`config.mk`:
```
export PLATFORM = sky130hd
export DESIGN_NAME = irq_entry_ctrl
export DESIGN_NICKNAME = d
export VERILOG_FILES = /design/src/rtl/irq_entry_pkg.sv /design/src/rtl/irq_edge_latch.sv /design/src/rtl/irq_prio_pick.sv /design/src/rtl/irq_entry_ctrl.sv
export SDC_FILE = /design/constraint.sdc
export NUM_CORES = 1
export LEC_CHECK = 0
export ABC_AREA = 0
export BUFFER_PORTS_ARGS = -buffer_cell sky130_fd_sc_hd__buf_2
export CELL_PAD_IN_SITES_DETAIL_PLACEMENT = 2
export CELL_PAD_IN_SITES_GLOBAL_PLACEMENT = 2
export CORE_UTILIZATION = 25
export DETAILED_ROUTE_END_ITERATION = 8
export GPL_TIMING_DRIVEN = 0
export HOLD_SLACK_MARGIN = 0.05
export PLACE_DENSITY = 0.72
export SLEW_MARGIN = 20
export SYNTH_ARGS = -nofsm -noshare
export SYNTH_HDL_FRONTEND = slang
export SYNTH_SLANG_ARGS = --single-unit
```
`constraint.sdc`:
```
create_clock -name clk -period 2.25 [get_ports clk]
set_input_delay 0.225 -clock clk [delete_from_list [all_inputs] [get_ports clk]]
set_output_delay 0.225 -clock clk [all_outputs]
set_load 0.05 [all_outputs]
```
`src/rtl/irq_entry_pkg.sv`:
```
package irq_entry_pkg;

    localparam int unsigned DW = 32;

    typedef struct packed {
        logic          vld;
        logic [DW-1:0] pc;
        logic [DW-1:0] psw;
        logic [DW-1:0] fe_pc;
        logic [DW-1:0] fe_psw;
        logic [DW-1:0] ei_pc;
        logic [DW-1:0] ei_psw;
        logic [DW-1:0] cause;
    } ent_state_t;

endpackage

```
`src/rtl/irq_edge_latch.sv`:
```
module irq_edge_latch (
    input  logic clk,
    input  logic rst_n,
    input  logic req_i,
    input  logic flush_i,
    input  logic take_i,
    output logic live_o
);
    typedef struct packed {
        logic prev;
        logic pend;
    } lat_t;

    lat_t lat_d, lat_q;
    logic rise;

    always_comb begin
        rise       = req_i & ~lat_q.prev;
        live_o     = lat_q.pend | rise;
        lat_d.prev = req_i;
        if (flush_i || take_i) begin
            lat_d.pend = 1'b0;
        end else begin
            lat_d.pend = live_o;
        end
    end

    always_ff @(posedge clk or negedge rst_n) begin
        if (!rst_n) begin
            lat_q <= '0;
        end else begin
            lat_q <= lat_d;
        end
    end
endmodule

```
`src/rtl/irq_prio_pick.sv`:
```
module irq_prio_pick #(
    parameter int unsigned N  = 6,
    localparam int unsigned IW = (N > 1) ? $clog2(N) : 1
) (
    input  logic [N-1:0]  req_i,
    output logic          any_o,
    output logic [IW-1:0] idx_o
);
    always_comb begin
        any_o = 1'b0;
        idx_o = '0;
        for (int i = N - 1; i >= 0; i--) begin
            if (req_i[i]) begin
                any_o = 1'b1;
                idx_o = IW'(i);
            end
        end
    end
endmodule

```
`src/rtl/irq_entry_ctrl.sv`:
```
module irq_entry_ctrl
    import irq_entry_pkg::*;
#(
    parameter int unsigned   N_IRQ    = 6,
    parameter logic [DW-1:0] VEC_BASE = 32'h80,
    parameter logic [DW-1:0] VEC_STEP = 32'h10,
    parameter logic [DW-1:0] NMI_VEC  = 32'h10,
    parameter logic [DW-1:0] NMI_CODE = 32'h10,
    parameter logic [DW-1:0] RST_PSW  = 32'h20,
    parameter int unsigned   BIT_ID   = 5,
    parameter int unsigned   BIT_EP   = 6,
    parameter int unsigned   BIT_NP   = 7
) (
    input  logic             clk,
    input  logic             rst_n,
    input  logic             rst_req,
    input  logic             nmi_req,
    input  logic [N_IRQ-1:0] irq_req,
    input  logic [DW-1:0]    cur_pc,
    input  logic [DW-1:0]    cur_psw,
    output logic             redir_vld,
    output logic [DW-1:0]    redir_pc,
    output logic [DW-1:0]    new_psw,
    output logic [DW-1:0]    fe_pc,
    output logic [DW-1:0]    fe_psw,
    output logic [DW-1:0]    ei_pc,
    output logic [DW-1:0]    ei_psw,
    output logic [DW-1:0]    cause
);
    localparam int unsigned   IW      = (N_IRQ > 1) ? $clog2(N_IRQ) : 1;
    localparam int unsigned   HW      = DW / 2;
    localparam logic [DW-1:0] ID_MASK = DW'(1) << BIT_ID;
    localparam logic [DW-1:0] EP_MASK = DW'(1) << BIT_EP;
    localparam logic [DW-1:0] NP_MASK = DW'(1) << BIT_NP;
    localparam logic [DW-1:0] LO_MASK = {{HW{1'b0}}, {HW{1'b1}}};
    localparam logic [DW-1:0] HI_MASK = ~LO_MASK;

    ent_state_t st_d, st_q;

    logic             flush;
    logic             nmi_take;
    logic             nmi_live;
    logic [N_IRQ-1:0] irq_take;
    logic [N_IRQ-1:0] irq_live;
    logic             irq_any;
    logic [IW-1:0]    irq_idx;
    logic             nmi_ok;
    logic             irq_ok;
    logic [DW-1:0]    irq_code;

    irq_edge_latch u_nmi_lat (
        .clk     (clk),
        .rst_n   (rst_n),
        .req_i   (nmi_req),
        .flush_i (flush),
        .take_i  (nmi_take),
        .live_o  (nmi_live)
    );

    for (genvar g = 0; g < N_IRQ; g++) begin : g_irq_lat
        irq_edge_latch u_lat (
            .clk     (clk),
            .rst_n   (rst_n),
            .req_i   (irq_req[g]),
            .flush_i (flush),
            .take_i  (irq_take[g]),
            .live_o  (irq_live[g])
        );
    end

    irq_prio_pick #(.N(N_IRQ)) u_pick (
        .req_i (irq_live),
        .any_o (irq_any),
        .idx_o (irq_idx)
    );

    always_comb begin
        nmi_ok   = ~cur_psw[BIT_NP];
        irq_ok   = ~cur_psw[BIT_NP] & ~cur_psw[BIT_ID];
        irq_code = VEC_BASE + VEC_STEP * DW'(irq_idx);
        st_d     = st_q;
        st_d.vld = 1'b0;
        flush    = 1'b0;
        nmi_take = 1'b0;
        irq_take = '0;
        if (rst_req) begin
            flush      = 1'b1;
            st_d.vld   = 1'b1;
            st_d.pc    = '0;
            st_d.psw   = RST_PSW;
            st_d.cause = '0;
        end else if (nmi_live && nmi_ok) begin
            nmi_take    = 1'b1;
            st_d.vld    = 1'b1;
            st_d.pc     = NMI_VEC;
            st_d.psw    = (cur_psw | NP_MASK | ID_MASK) & ~EP_MASK;
            st_d.fe_pc  = cur_pc;
            st_d.fe_psw = cur_psw;
            st_d.cause  = (st_q.cause & LO_MASK) | NMI_CODE;
        end else if (irq_any && irq_ok) begin
            irq_take[irq_idx] = 1'b1;
            st_d.vld    = 1'b1;
            st_d.pc     = irq_code;
            st_d.psw    = (cur_psw | ID_MASK) & ~EP_MASK;
            st_d.ei_pc  = cur_pc;
            st_d.ei_psw = cur_psw;
            st_d.cause  = (st_q.cause & HI_MASK) | irq_code;
        end
    end

    always_ff @(posedge clk or negedge rst_n) begin
        if (!rst_n) begin
            st_q <= '0;
        end else begin
            st_q <= st_d;
        end
    end

    assign redir_vld = st_q.vld;
    assign redir_pc  = st_q.pc;
    assign new_psw   = st_q.psw;
    assign fe_pc     = st_q.fe_pc;
    assign fe_psw    = st_q.fe_psw;
    assign ei_pc     = st_q.ei_pc;
    assign ei_psw    = st_q.ei_psw;
    assign cause     = st_q.cause;
endmodule

```
==> results of run 1 <==
==> path summary, 6_finish.rpt <==
check                      cells after the start  slack (ps)           to                   startpoint
max                                            6          50   ei_psw[17]  g_irq_lat[3].u_lat.lat_q[0]
min                                            2          70   ei_psw[24]                  cur_psw[24]
max reg2reg                                    6          50   ei_psw[17]  g_irq_lat[3].u_lat.lat_q[0]
min reg2reg                                    1         480   new_psw[5]                   new_psw[5]
max in group asynchronous                      4        1020   new_psw[7]                        rst_n
min in group asynchronous                      3         390  new_psw[15]                        rst_n
==> flip-flops by register name, indices dropped and copies added (netlist names) <==
name and flops:
ei_pc 32, ei_psw 32, fe_pc 32, fe_psw 32
new_psw 31, g_irq_lat.u_lat.lat_q 12, cause 4, redir_pc 4
u_nmi_lat.lat_q 2, redir_vld 1
==> cell usage in the layout, fill, tap and decap left out, types with 3 or more instances in the layout <==
cell / n
clkinv_4: 3
nor2_1: 3
nor3_1: 4
dfrtp_1: 182
buf_4: 67
mux2_2: 114
nand2b_1: 4
clkbuf_16: 17
buf_2: 240
inv_6: 4
mux2_1: 11
clkbuf_2: 9
or4_1: 3
o32ai_1: 30
clkbuf_1: 8
conb_1: 57
a21oi_1: 4
and2_1: 4
dlygate4sd3_1: 57
buf_6: 5
inv_1: 69
buf_12: 3
nor2b_1: 6
o31ai_1: 4
bufinv_16: 3
==> through the flow <==
stage	hold WS [ps]	instance area [um^2]	power [mW]
finish	73.9	10900	11.6
global route	60.9	10900	12.1
CTS	51.3	10800	11.8
detailed placement	277	9510	8.41
global placement	346	9440	8.30
floorplan	-70.6	7750	7.30
==> worst register-to-register path, stage by stage, from the launching register on <==
cell	delay (ps)
dfrtp_1	410
or4_4	540
buf_6	150
o311ai_4	300
buf_6	190
buf_8	150
mux2_2	340
==> metal layers <==
metal | vias up | track usage | wire length (um)
li1 | 2568 | - | -
met1 | 2880 | 0.185 | 9780
met2 | 170 | 0.285 | 12600
met3 | 17 | 0.0353 | 1070
met4 | 4 | 0.0326 | 262
met5 | - | 0 | 19
==> kinds of logic after synthesis <==
logic type | Yosys count | synth area share
other cells | 1 | 0.000497
flops | 182 | 0.604
simple gates | 39 | 0.0338
compound gates | 57 | 0.0655
mux | 125 | 0.187
buf+inv | 153 | 0.110
==> final cells by class <==
type,instances,area (um^2),share of cell area
Buffer,83,616,0.0565
Clock buffer,19,443,0.0406
Clock inverter,13,169,0.0155
Inverter,70,263,0.0241
Multi-Input combinational cell,278,2440,0.224
Sequential cell,182,4550,0.418
Tap cell,390,488,0.0448
Timing Repair Buffer,309,1930,0.177
==> report_power, final <==
part | total, mW | leakage [nW] | internal [mW] | switching (mW)
registers | 4.18 | 2.24 | 3.88 | 0.303
clock network | 3.17 | 0.299 | 1.80 | 1.37
logic | 4.28 | 2.87 | 1.11 | 3.17
==> what timing repair did <==
action / 4_1_cts / 5_1_grt
hold endpoints to repair: 193 / 0
gates resized for setup: 18 / 19
setup buffers: 6 / 4
endpoints found under the setup margin: 119 / 85
hold buffers: 57 / 0
pin swaps: 1 / 2
==> metrics.md, run 1 <==
| Metric | Value |
|---|---|
| GRT Total Usage | `0.156` |
| RSZ-0062 raised after global routing | `true` |
| Synth Register Bits | `182` |
| Ant diodes | `0` |
| Final core occ | `0.368` |
| Max-slew violations | `0` |
| Mapped Area | `7540 um^2` |
| Via-per-instance ratio | `4.20` |
| Worst Path Arrival | `2500 ps` |
| WP buf/inv | `3` |
| CTS tree | `built` |
| Initial antenna violation count | `2` |
| Final Hold Fails | `0` |
| Die Wd | `176 um` |
| Leading register cell type out of synthesis | `dfrtp_1` |
| RePlAce Congestion | `0.733` |
| Share of the synthesized area in the top cell type | `0.604` |
| CP top delay family | `simple AND/OR/NAND/NOR gates` |
| Clk_skew | `8.35 ps` |
| Worst-path maximum fanout | `10` |
| Vias in the first global route | `6179` |
| Worst path slowest cell | `or4_4` |
| Fin crit share | `0.977` |
| Filler cells | `3160` |
| Synth area leader | `dfrtp_1` |
| Gate Count Post-Synth | `557` |
| Peak Freq | `455 MHz` |
| Period minus WS final | `2200 ps` |
| Clock tree buffer depth | `2` |
| P_leak | `5.41 nW` |
| Synth cell types | `43` |
| Post-Layout Cell Count | `1344` |
| Remaining DRCs | `0` |
| Crit Path Category | `reg2reg` |
| CTS HTree Levels | `4` |
| Crit path cell chain | `or4_4 -> buf_6 -> o311ai_4 -> buf_6 -> buf_8 -> mux2_2` |
| Yosys Warn Count | `0` |
| Routed length per instance | `17.7 um` |
| Most frequent cell after synthesis | `dfrtp_1` |
| # rows | `63` |
| Post-synth top cells | `dfrtp_1, mux2_2, inv_1` |
| Clk_lat worst skew | `420 ps` |
| Clock Sinks | `182` |
| Synth async-reset ratio | `1.00` |
| Required @ worst endpoint | `2560 ps` |
| Ratio of cells with drive above 1 in the final layout | `0.510` |
| ANT nets after route | `0` |
| Final WS setup | `52.0 ps` |
| CP most frequent cell | `buf_6` |
| Area growth syn-to-layout | `44.6%` |
| Nets | `1015` |
| CP startpoint kind | `register` |
| Leading post-synthesis cells by cell area | `dfrtp_1, mux2_2, buf_4, o32ai_1, inv_1` |
| Grt ovf | `0` |
| Starting Density | `0.254` |
| Setup TNS | `0 ps` |
| Pre-Repair DR Iteration Count | `4` |
| Endpoints failing setup | `0` |
| Pre-CTS setup slack | `-495 ps` |
| Die area | `30900 um^2` |
| Max Cap Viol | `0` |
| Via count | `5639` |
| Worst VDD drop | `0.473 mV` |
| DIE HEIGHT | `176 um` |
| Worst slew pin tran | `684 ps` |
| Outcome | `complete, no violations` |
| First-pass GRT wire length | `36500 um` |
| CTS Buf Count | `17` |
| Core area | `29600 um^2` |
| Port Buf Inserts | `240` |
| Dpl cells | `1245` |
| CP endpoint kind | `register` |
| CTS clk-pin slew, worst paths | `70 ps` |
| P per Cell Area | `1070 nW/um^2` |
| CTS root buffer | `clkbuf_16` |
| Top-Level Pins | `299` |
| Routed WL | `23800 um` |
| Avg Cell Area, Syn | `13.5 um^2` |
| Largest net degree at the start of global routing | `93` |
| Iter 0 DRT Violations | `144` |
| Hpwl dp | `16600 um` |
| Sequential-to-total area share from yosys stat | `0.604` |
| Post-synth EDFFs | `0` |
| Hold/Removal Path Class | `in2reg` |
| Slew HR | `0.540` |
| Worst stage delay on the critical path | `540 ps` |
No activity file was read; power rests on OpenSTA's default activity.
==> run 2, diff against run 1 <==
PLACE_DENSITY = 0.7   (was 0.72)
clock period = 2.35 ns   (was 2.25 ns; I/O delays follow)
==> run 2 against run 1 <==
Against the previous run:
- via count fell by 1.3%
- non-clock buffer count decreased by 10
- final cell count shrank 0.74%
- first-iteration DRC count shrank 16%
- clock power fell by 6%
- critical endpoint is now new_psw[26]
- power shrank 5.0%
- global-route usage down 0.24 points
==> metrics.md, run 2 (synthesis results as in run 1) <==
| Metric | Value |
|---|---|
| Iter 0 DRT Violations | `121 (-16%)` |
| CTS clk-pin slew, worst paths | `80 ps (about the same)` |
| Worst Hold Slack | `66.4 ps (-7.55 ps)` |
| Vias in the first global route | `6140 (-0.63%)` |
| P per Cell Area | `1030 nW/um^2 (-3.7%)` |
| Crit path cell chain | `dlygate4sd3_1 -> buf_2 -> nor2b_1 -> nor4_1 -> a311oi_4 -> clkbuf_2 -> o32ai_1` |
| Required @ worst endpoint | `2670 ps (+110 ps)` |
| Worst-path maximum fanout | `10 (unchanged)` |
| Routed length per instance | `17.4 um (-1.3%)` |
| Pre-Repair DR Iteration Count | `4 (unchanged)` |
| Hold/Removal Path Class | `in2reg` |
| Outcome | `complete, no violations` |
| Crit Path Category | `in2reg` |
| Via-per-instance ratio | `4.17 (-0.59%)` |
| Crit path depth | `7 (+1)` |
| # rows | `63 (unchanged)` |
| Remaining DRCs | `0 (unchanged)` |
| RePlAce Congestion | `0.724 (-1.3%)` |
| Clock Sinks | `182 (unchanged)` |
| Starting Density | `0.254 (unchanged)` |
| CTS root buffer | `clkbuf_16` |
| Grt ovf | `0 (unchanged)` |
| Worst slew pin tran | `779 ps (+94.4 ps)` |
| Largest net degree at the start of global routing | `88 (-5.4%)` |
| CTS HTree Levels | `4 (unchanged)` |
| WP buf/inv | `3 (unchanged)` |
| Commonest non-fill, non-tap cell in the layout | `buf_2` |
| Hold depth | `2 (unchanged)` |
| Worst path slowest cell | `nor4_1` |
| Core area | `29600 um^2 (unchanged)` |
| Fin crit share | `0.971` |
| Max Cap Viol | `0 (unchanged)` |
| Via count | `5564 (-1.3%)` |
| Final Hold Fails | `0 (unchanged)` |
| Port Buf Inserts | `240 (unchanged)` |
| GRT Total Usage | `0.154 (-0.00242)` |
| Die area | `30900 um^2 (unchanged)` |
| Clock tree buffer depth | `2 (unchanged)` |
| CTS Buf Count | `17 (unchanged)` |
| DIE HEIGHT | `176 um (unchanged)` |
| Period minus WS final | `2280 ps` |
| CP endpoint kind | `register` |
| Routed WL | `23300 um (-2.0%)` |
| Initial antenna violation count | `0 (-2)` |
| Worst Path Arrival | `2600 ps (+100 ps)` |
| Worst VDD drop | `0.389 mV (-18%)` |
| CP startpoint kind | `input port` |
| CP top delay family | `buffers and inverters` |
| Commonest cells after routing, fill and taps aside | `buf_2, dfrtp_1, mux2_2, inv_1, buf_4` |
| Area growth syn-to-layout | `42.6%` |
| First-pass GRT wire length | `36100 um (-1.2%)` |
| CTS tree | `built` |
| RSZ-0062 raised after global routing | `true` |
| Clk_skew | `9.89 ps (+1.55 ps)` |
| P_leak | `5.33 nW (-1.4%)` |
| Worst stage delay on the critical path | `600 ps (+60 ps)` |
| Slew HR | `0.476 (-0.0635)` |
| Die Wd | `176 um (unchanged)` |
| Peak Freq | `438 MHz` |
| Pre-CTS setup slack | `-410 ps (+85.4 ps)` |
| Clk_lat worst skew | `430 ps (about the same)` |
| Top-Level Pins | `299 (unchanged)` |
| Nets | `1005 (-0.99%)` |
| Final WS setup | `67.7 ps (+15.6 ps)` |
| Max-slew violations | `0 (unchanged)` |
| Ant diodes | `0 (unchanged)` |
| Endpoints failing setup | `0 (unchanged)` |
| R2R cell count | `6 (unchanged)` |
| Hpwl dp | `16500 um (-0.48%)` |
| Ratio of cells with drive above 1 in the final layout | `0.505 (-0.00519)` |
| ANT nets after route | `0 (unchanged)` |
run 2: cell count changes in the layout (fill, tap and decap cells not counted), sizes merged:
cell | before | now
clkbuf | 35 | 38
dlygate4sd3 | 57 | 53
buf | 319 | 311
inv | 73 | 74
clkinvlp | 1 | 2
bufinv | 3 | 2
clkinv | 6 | 4
run 2: where the power goes:
| group | leakage, nW | internal (mW) | switching [mW] |
|---|---|---|---|
| Combinational | 2.80 | 1.04 | 3.03 |
| Clock | 0.290 | 1.65 | 1.34 |
| Sequential | 2.24 | 3.71 | 0.278 |
| Total | 5.33 | 6.40 | 4.65 |
run 2: per-stage QoR:
step / TNS [ps] / cell area [um^2] / utilization / cells / power (mW)
after global routing: -49.1 / 10800 / 0.363 / 1334 / 11.5
after floorplan: 0 / 7750 / - / 613 / 6.99
final: 0 / 10800 / 0.363 / 1334 / 11.0
after detailed placement: -21660 / 9510 / 0.321 / 1245 / 8.05
after CTS: 0 / 10700 / 0.362 / 1334 / 11.2
after global placement: -420200 / 9440 / 0.319 / 1243 / 7.95
run 2: area by class of cell:
type                            instances  area [um^2]
Clock buffer                           20          457
Tap cell                              390          488
Inverter                               70          263
Timing Repair Buffer                  299         1840
Buffer                                 83          591
Fill cell                            3209        18900
Clock inverter                         12          140
Sequential cell                       182         4550
Multi-Input combinational cell        278         2420
run 2: per-layer routing:
metal / share of wire / GRT usage / vias up
met3: 0.058 / 0.0379 / 17
met5: 0 / 0 / -
met2: 0.50 / 0.265 / 171
met4: 0.013 / 0.0457 / 0
met1: 0.42 / 0.189 / 2829
li1: - / - / 2547
run 2: final timing paths:
kind,from,end,slack [ps]
hold reg to reg,new_psw[5],new_psw[5],480
min in group asynchronous,rst_n,fe_psw[11],280
max in group asynchronous,rst_n,fe_pc[4],1310
setup / recovery,irq_req[5],new_psw[26],70
hold / removal,cur_psw[30],ei_psw[30],70
setup reg to reg,g_irq_lat[2].u_lat.lat_q[0],new_psw[26],90
run 2: what timing repair did:
item,4_1_cts,5_1_grt
gates resized for setup,9,14
endpoints found under the setup margin,81,99
pin swaps,2,1
buffers inserted,4,0
hold endpoints to repair,122,0
hold buffers,53,0
==> run 3, diff against run 2 <==
SETUP_SLACK_MARGIN = 0.4   (was not set)
==> run 3 against run 2 <==
Against the previous run:
- clock power down 3%
- via count up 3.8%
- first-iteration DRC count up 40%
- setup slack better by 10 ps
- die area unchanged
- utilization up 2.7 points
- fmax up 0.44%
- clock skew up 3.6 ps
- global-route usage up 0.21 points
- largest power group unchanged
- register-to-register slack about the same
- power up 2.0%
- largest cell class unchanged
==> metrics.md, run 3 (synthesis results as in run 1) <==
| Metric | Value |
|---|---|
| Clock tree buffer depth | `2 (unchanged)` |
| Crit Path Category | `reg2reg` |
| Core area | `29600 um^2 (unchanged)` |
| Capturing point of the worst reg2reg path | `ei_psw[19]` |
| CTS HTree Levels | `4 (unchanged)` |
| Routed WL | `24900 um (+7.0%)` |
| RSZ-0062 raised after global routing | `true` |
| Worst Hold Slack | `66.0 ps (-0.417 ps)` |
| CTS root buffer | `clkbuf_16` |
| DIE HEIGHT | `176 um (unchanged)` |
| CTS Buf Count | `17 (unchanged)` |
| First-pass GRT wire length | `36500 um (+1.1%)` |
| # rows | `63 (unchanged)` |
| Worst VDD drop | `0.417 mV (+7.1%)` |
| Via count | `5777 (+3.8%)` |
| Clk_lat worst skew | `440 ps (about the same)` |
| ANT nets after route | `0 (unchanged)` |
| Hold depth | `3 (+1)` |
| Commonest non-fill, non-tap cell in the layout | `buf_2` |
| CP endpoint kind | `register` |
| R2R cell count | `6 (unchanged)` |
| Fin crit share | `0.967 (-0.00424)` |
| Pre-Repair DR Iteration Count | `4 (unchanged)` |
| Worst slew pin tran | `659 ps (-119 ps)` |
| Hpwl dp | `16300 um (-1.6%)` |
| R2r startpoint | `g_irq_lat[4].u_lat.lat_q[0]` |
| Nets | `1038 (+3.3%)` |
| Setup TNS | `0 ps (unchanged)` |
| Required @ worst endpoint | `2670 ps (about the same)` |
| Hold endpoint | `new_psw[28]` |
| Clock Sinks | `182 (unchanged)` |
| CTS clk-pin slew, worst paths | `70 ps (about the same)` |
| Hold/Removal Path Class | `in2reg` |
| Top-Level Pins | `299 (unchanged)` |
| Worst-path maximum fanout | `8 (-2)` |
| Hold Crit Start | `cur_psw[28]` |
| CP startpoint kind | `register` |
| Largest net degree at the start of global routing | `85 (-3.4%)` |
| Vias in the first global route | `6161 (+0.34%)` |
| Port Buf Inserts | `240 (unchanged)` |
| Iter 0 DRT Violations | `169 (+40%)` |
| Via-per-instance ratio | `4.22 (+1.2%)` |
| Die Wd | `176 um (unchanged)` |
| Endpoints failing setup | `0 (unchanged)` |
| P_leak | `5.90 nW (+11%)` |
| Max Cap Viol | `0 (unchanged)` |
| Max-slew violations | `0 (unchanged)` |
| Peak Freq | `440 MHz (+0.44%)` |
| Period minus WS final | `2270 ps (-9.96 ps)` |
| Initial antenna violation count | `4 (+4)` |
| Worst Path Arrival | `2590 ps (about the same)` |
| RePlAce Congestion | `0.711 (-1.8%)` |
| CTS tree | `built` |
| Final Hold Fails | `0 (unchanged)` |
| Worst reg-to-reg setup slack | `80 ps (about the same)` |
| Die area | `30900 um^2 (unchanged)` |
| Routed length per instance | `18.2 um (+4.3%)` |
| Grt ovf | `0 (unchanged)` |
| Remaining DRCs | `0 (unchanged)` |
| P per Cell Area | `975 nW/um^2 (-5.1%)` |
| Commonest cells after routing, fill and taps aside | `buf_2, dfrtp_1, buf_4, inv_1, mux2_2` |
| Slew HR | `0.557 (+0.0811)` |
| Starting Density | `0.254 (unchanged)` |
| GRT Total Usage | `0.156 (+0.00205)` |
| Area growth syn-to-layout | `53.3%` |
| Ratio of cells with drive above 1 in the final layout | `0.547 (+0.0413)` |
| Clk_skew | `13.5 ps (+3.62 ps)` |
| Outcome | `complete, no violations` |
-- run 3: cell types whose count changed in the layout (fill, tap and decap cells not counted), sizes merged --
cell         delta
clkinvlp        -1
diode           +2
buf            +26
bufinv          -2
clkinv          +4
dlygate4sd3     +6
-- run 3: worst max-delay path by stage --
stage | from | end | cells past startpoint | slack, ps
after floorplan | g_irq_lat[5].u_lat.lat_q[0] | ei_pc[26] | 5 | 210
after global placement | rst_n | ei_psw[10] | 1 | -2250
after detailed placement | irq_req[3] | new_psw[27] | 8 | -320
after CTS | g_irq_lat[3].u_lat.lat_q[0] | ei_pc[31] | 6 | 170
after global routing | g_irq_lat[4].u_lat.lat_q[0] | ei_psw[19] | 6 | 20
final | g_irq_lat[4].u_lat.lat_q[0] | ei_psw[19] | 6 | 80
-- run 3: through the flow --
stage | total power [mW] | setup slack, ps | cells | area, um^2 | util
4_1_cts | 11.2 | 172 | 1350 | 11100 | 0.374
3_3_place_gp | 7.95 | -2250 | 1243 | 9450 | 0.319
6_report | 11.3 | 77.6 | 1369 | 11600 | 0.390
3_5_place_dp | 8.04 | -317 | 1245 | 9520 | 0.321
2_1_floorplan | 6.99 | 209 | 613 | 7760 | -
5_1_grt | 11.7 | 20.8 | 1367 | 11600 | 0.390
-- run 3: per-layer routing --
| metal | GRT usage | routed length (um) | vias to the layer above |
|---|---|---|---|
| met4 | 0.0442 | 436 | 6 |
| met5 | 0 | 36 | - |
| li1 | - | - | 2627 |
| met2 | 0.282 | 13000 | 184 |
| met1 | 0.177 | 10100 | 2933 |
| met3 | 0.0448 | 1360 | 27 |
-- run 3: cell type report --
type / count / area, um^2
Tap cell: 390 / 488
Antenna cell: 2 / 5.00
Clock inverter: 13 / 135
Inverter: 70 / 263
Buffer: 83 / 717
Timing Repair Buffer: 332 / 2210
Multi-Input combinational cell: 278 / 2730
Clock buffer: 19 / 453
Sequential cell: 182 / 4550
Fill cell: 3148 / 18100
-- run 3: critical path, stage by stage (launching register included) --
cell and delay, ps:
dfrtp_1 440, or4_4 560, buf_6 150, o311ai_4 310
buf_12 230, clkbuf_16 180, mux2_4 290
-- run 3: power breakdown --
| group | leakage (nW) | internal (mW) | total, mW | switching [mW] |
|---|---|---|---|---|
| sequential | 2.24 | 3.71 | 4.01 | 0.295 |
| clock | 0.286 | 1.47 | 2.89 | 1.42 |
| combinational | 3.38 | 1.29 | 4.37 | 3.08 |
| total | 5.90 | 6.47 | 11.3 | 4.80 |
-- run 3: timing repair --
item / CTS / global route
resized for setup: 69 / 77
buffers inserted: 14 / 11
gates cloned: 2 / 4
pin swaps: 4 / 7
hold endpoints to repair: 172 / 2
setup endpoints to repair: 158 / 157
hold buffers: 57 / 2
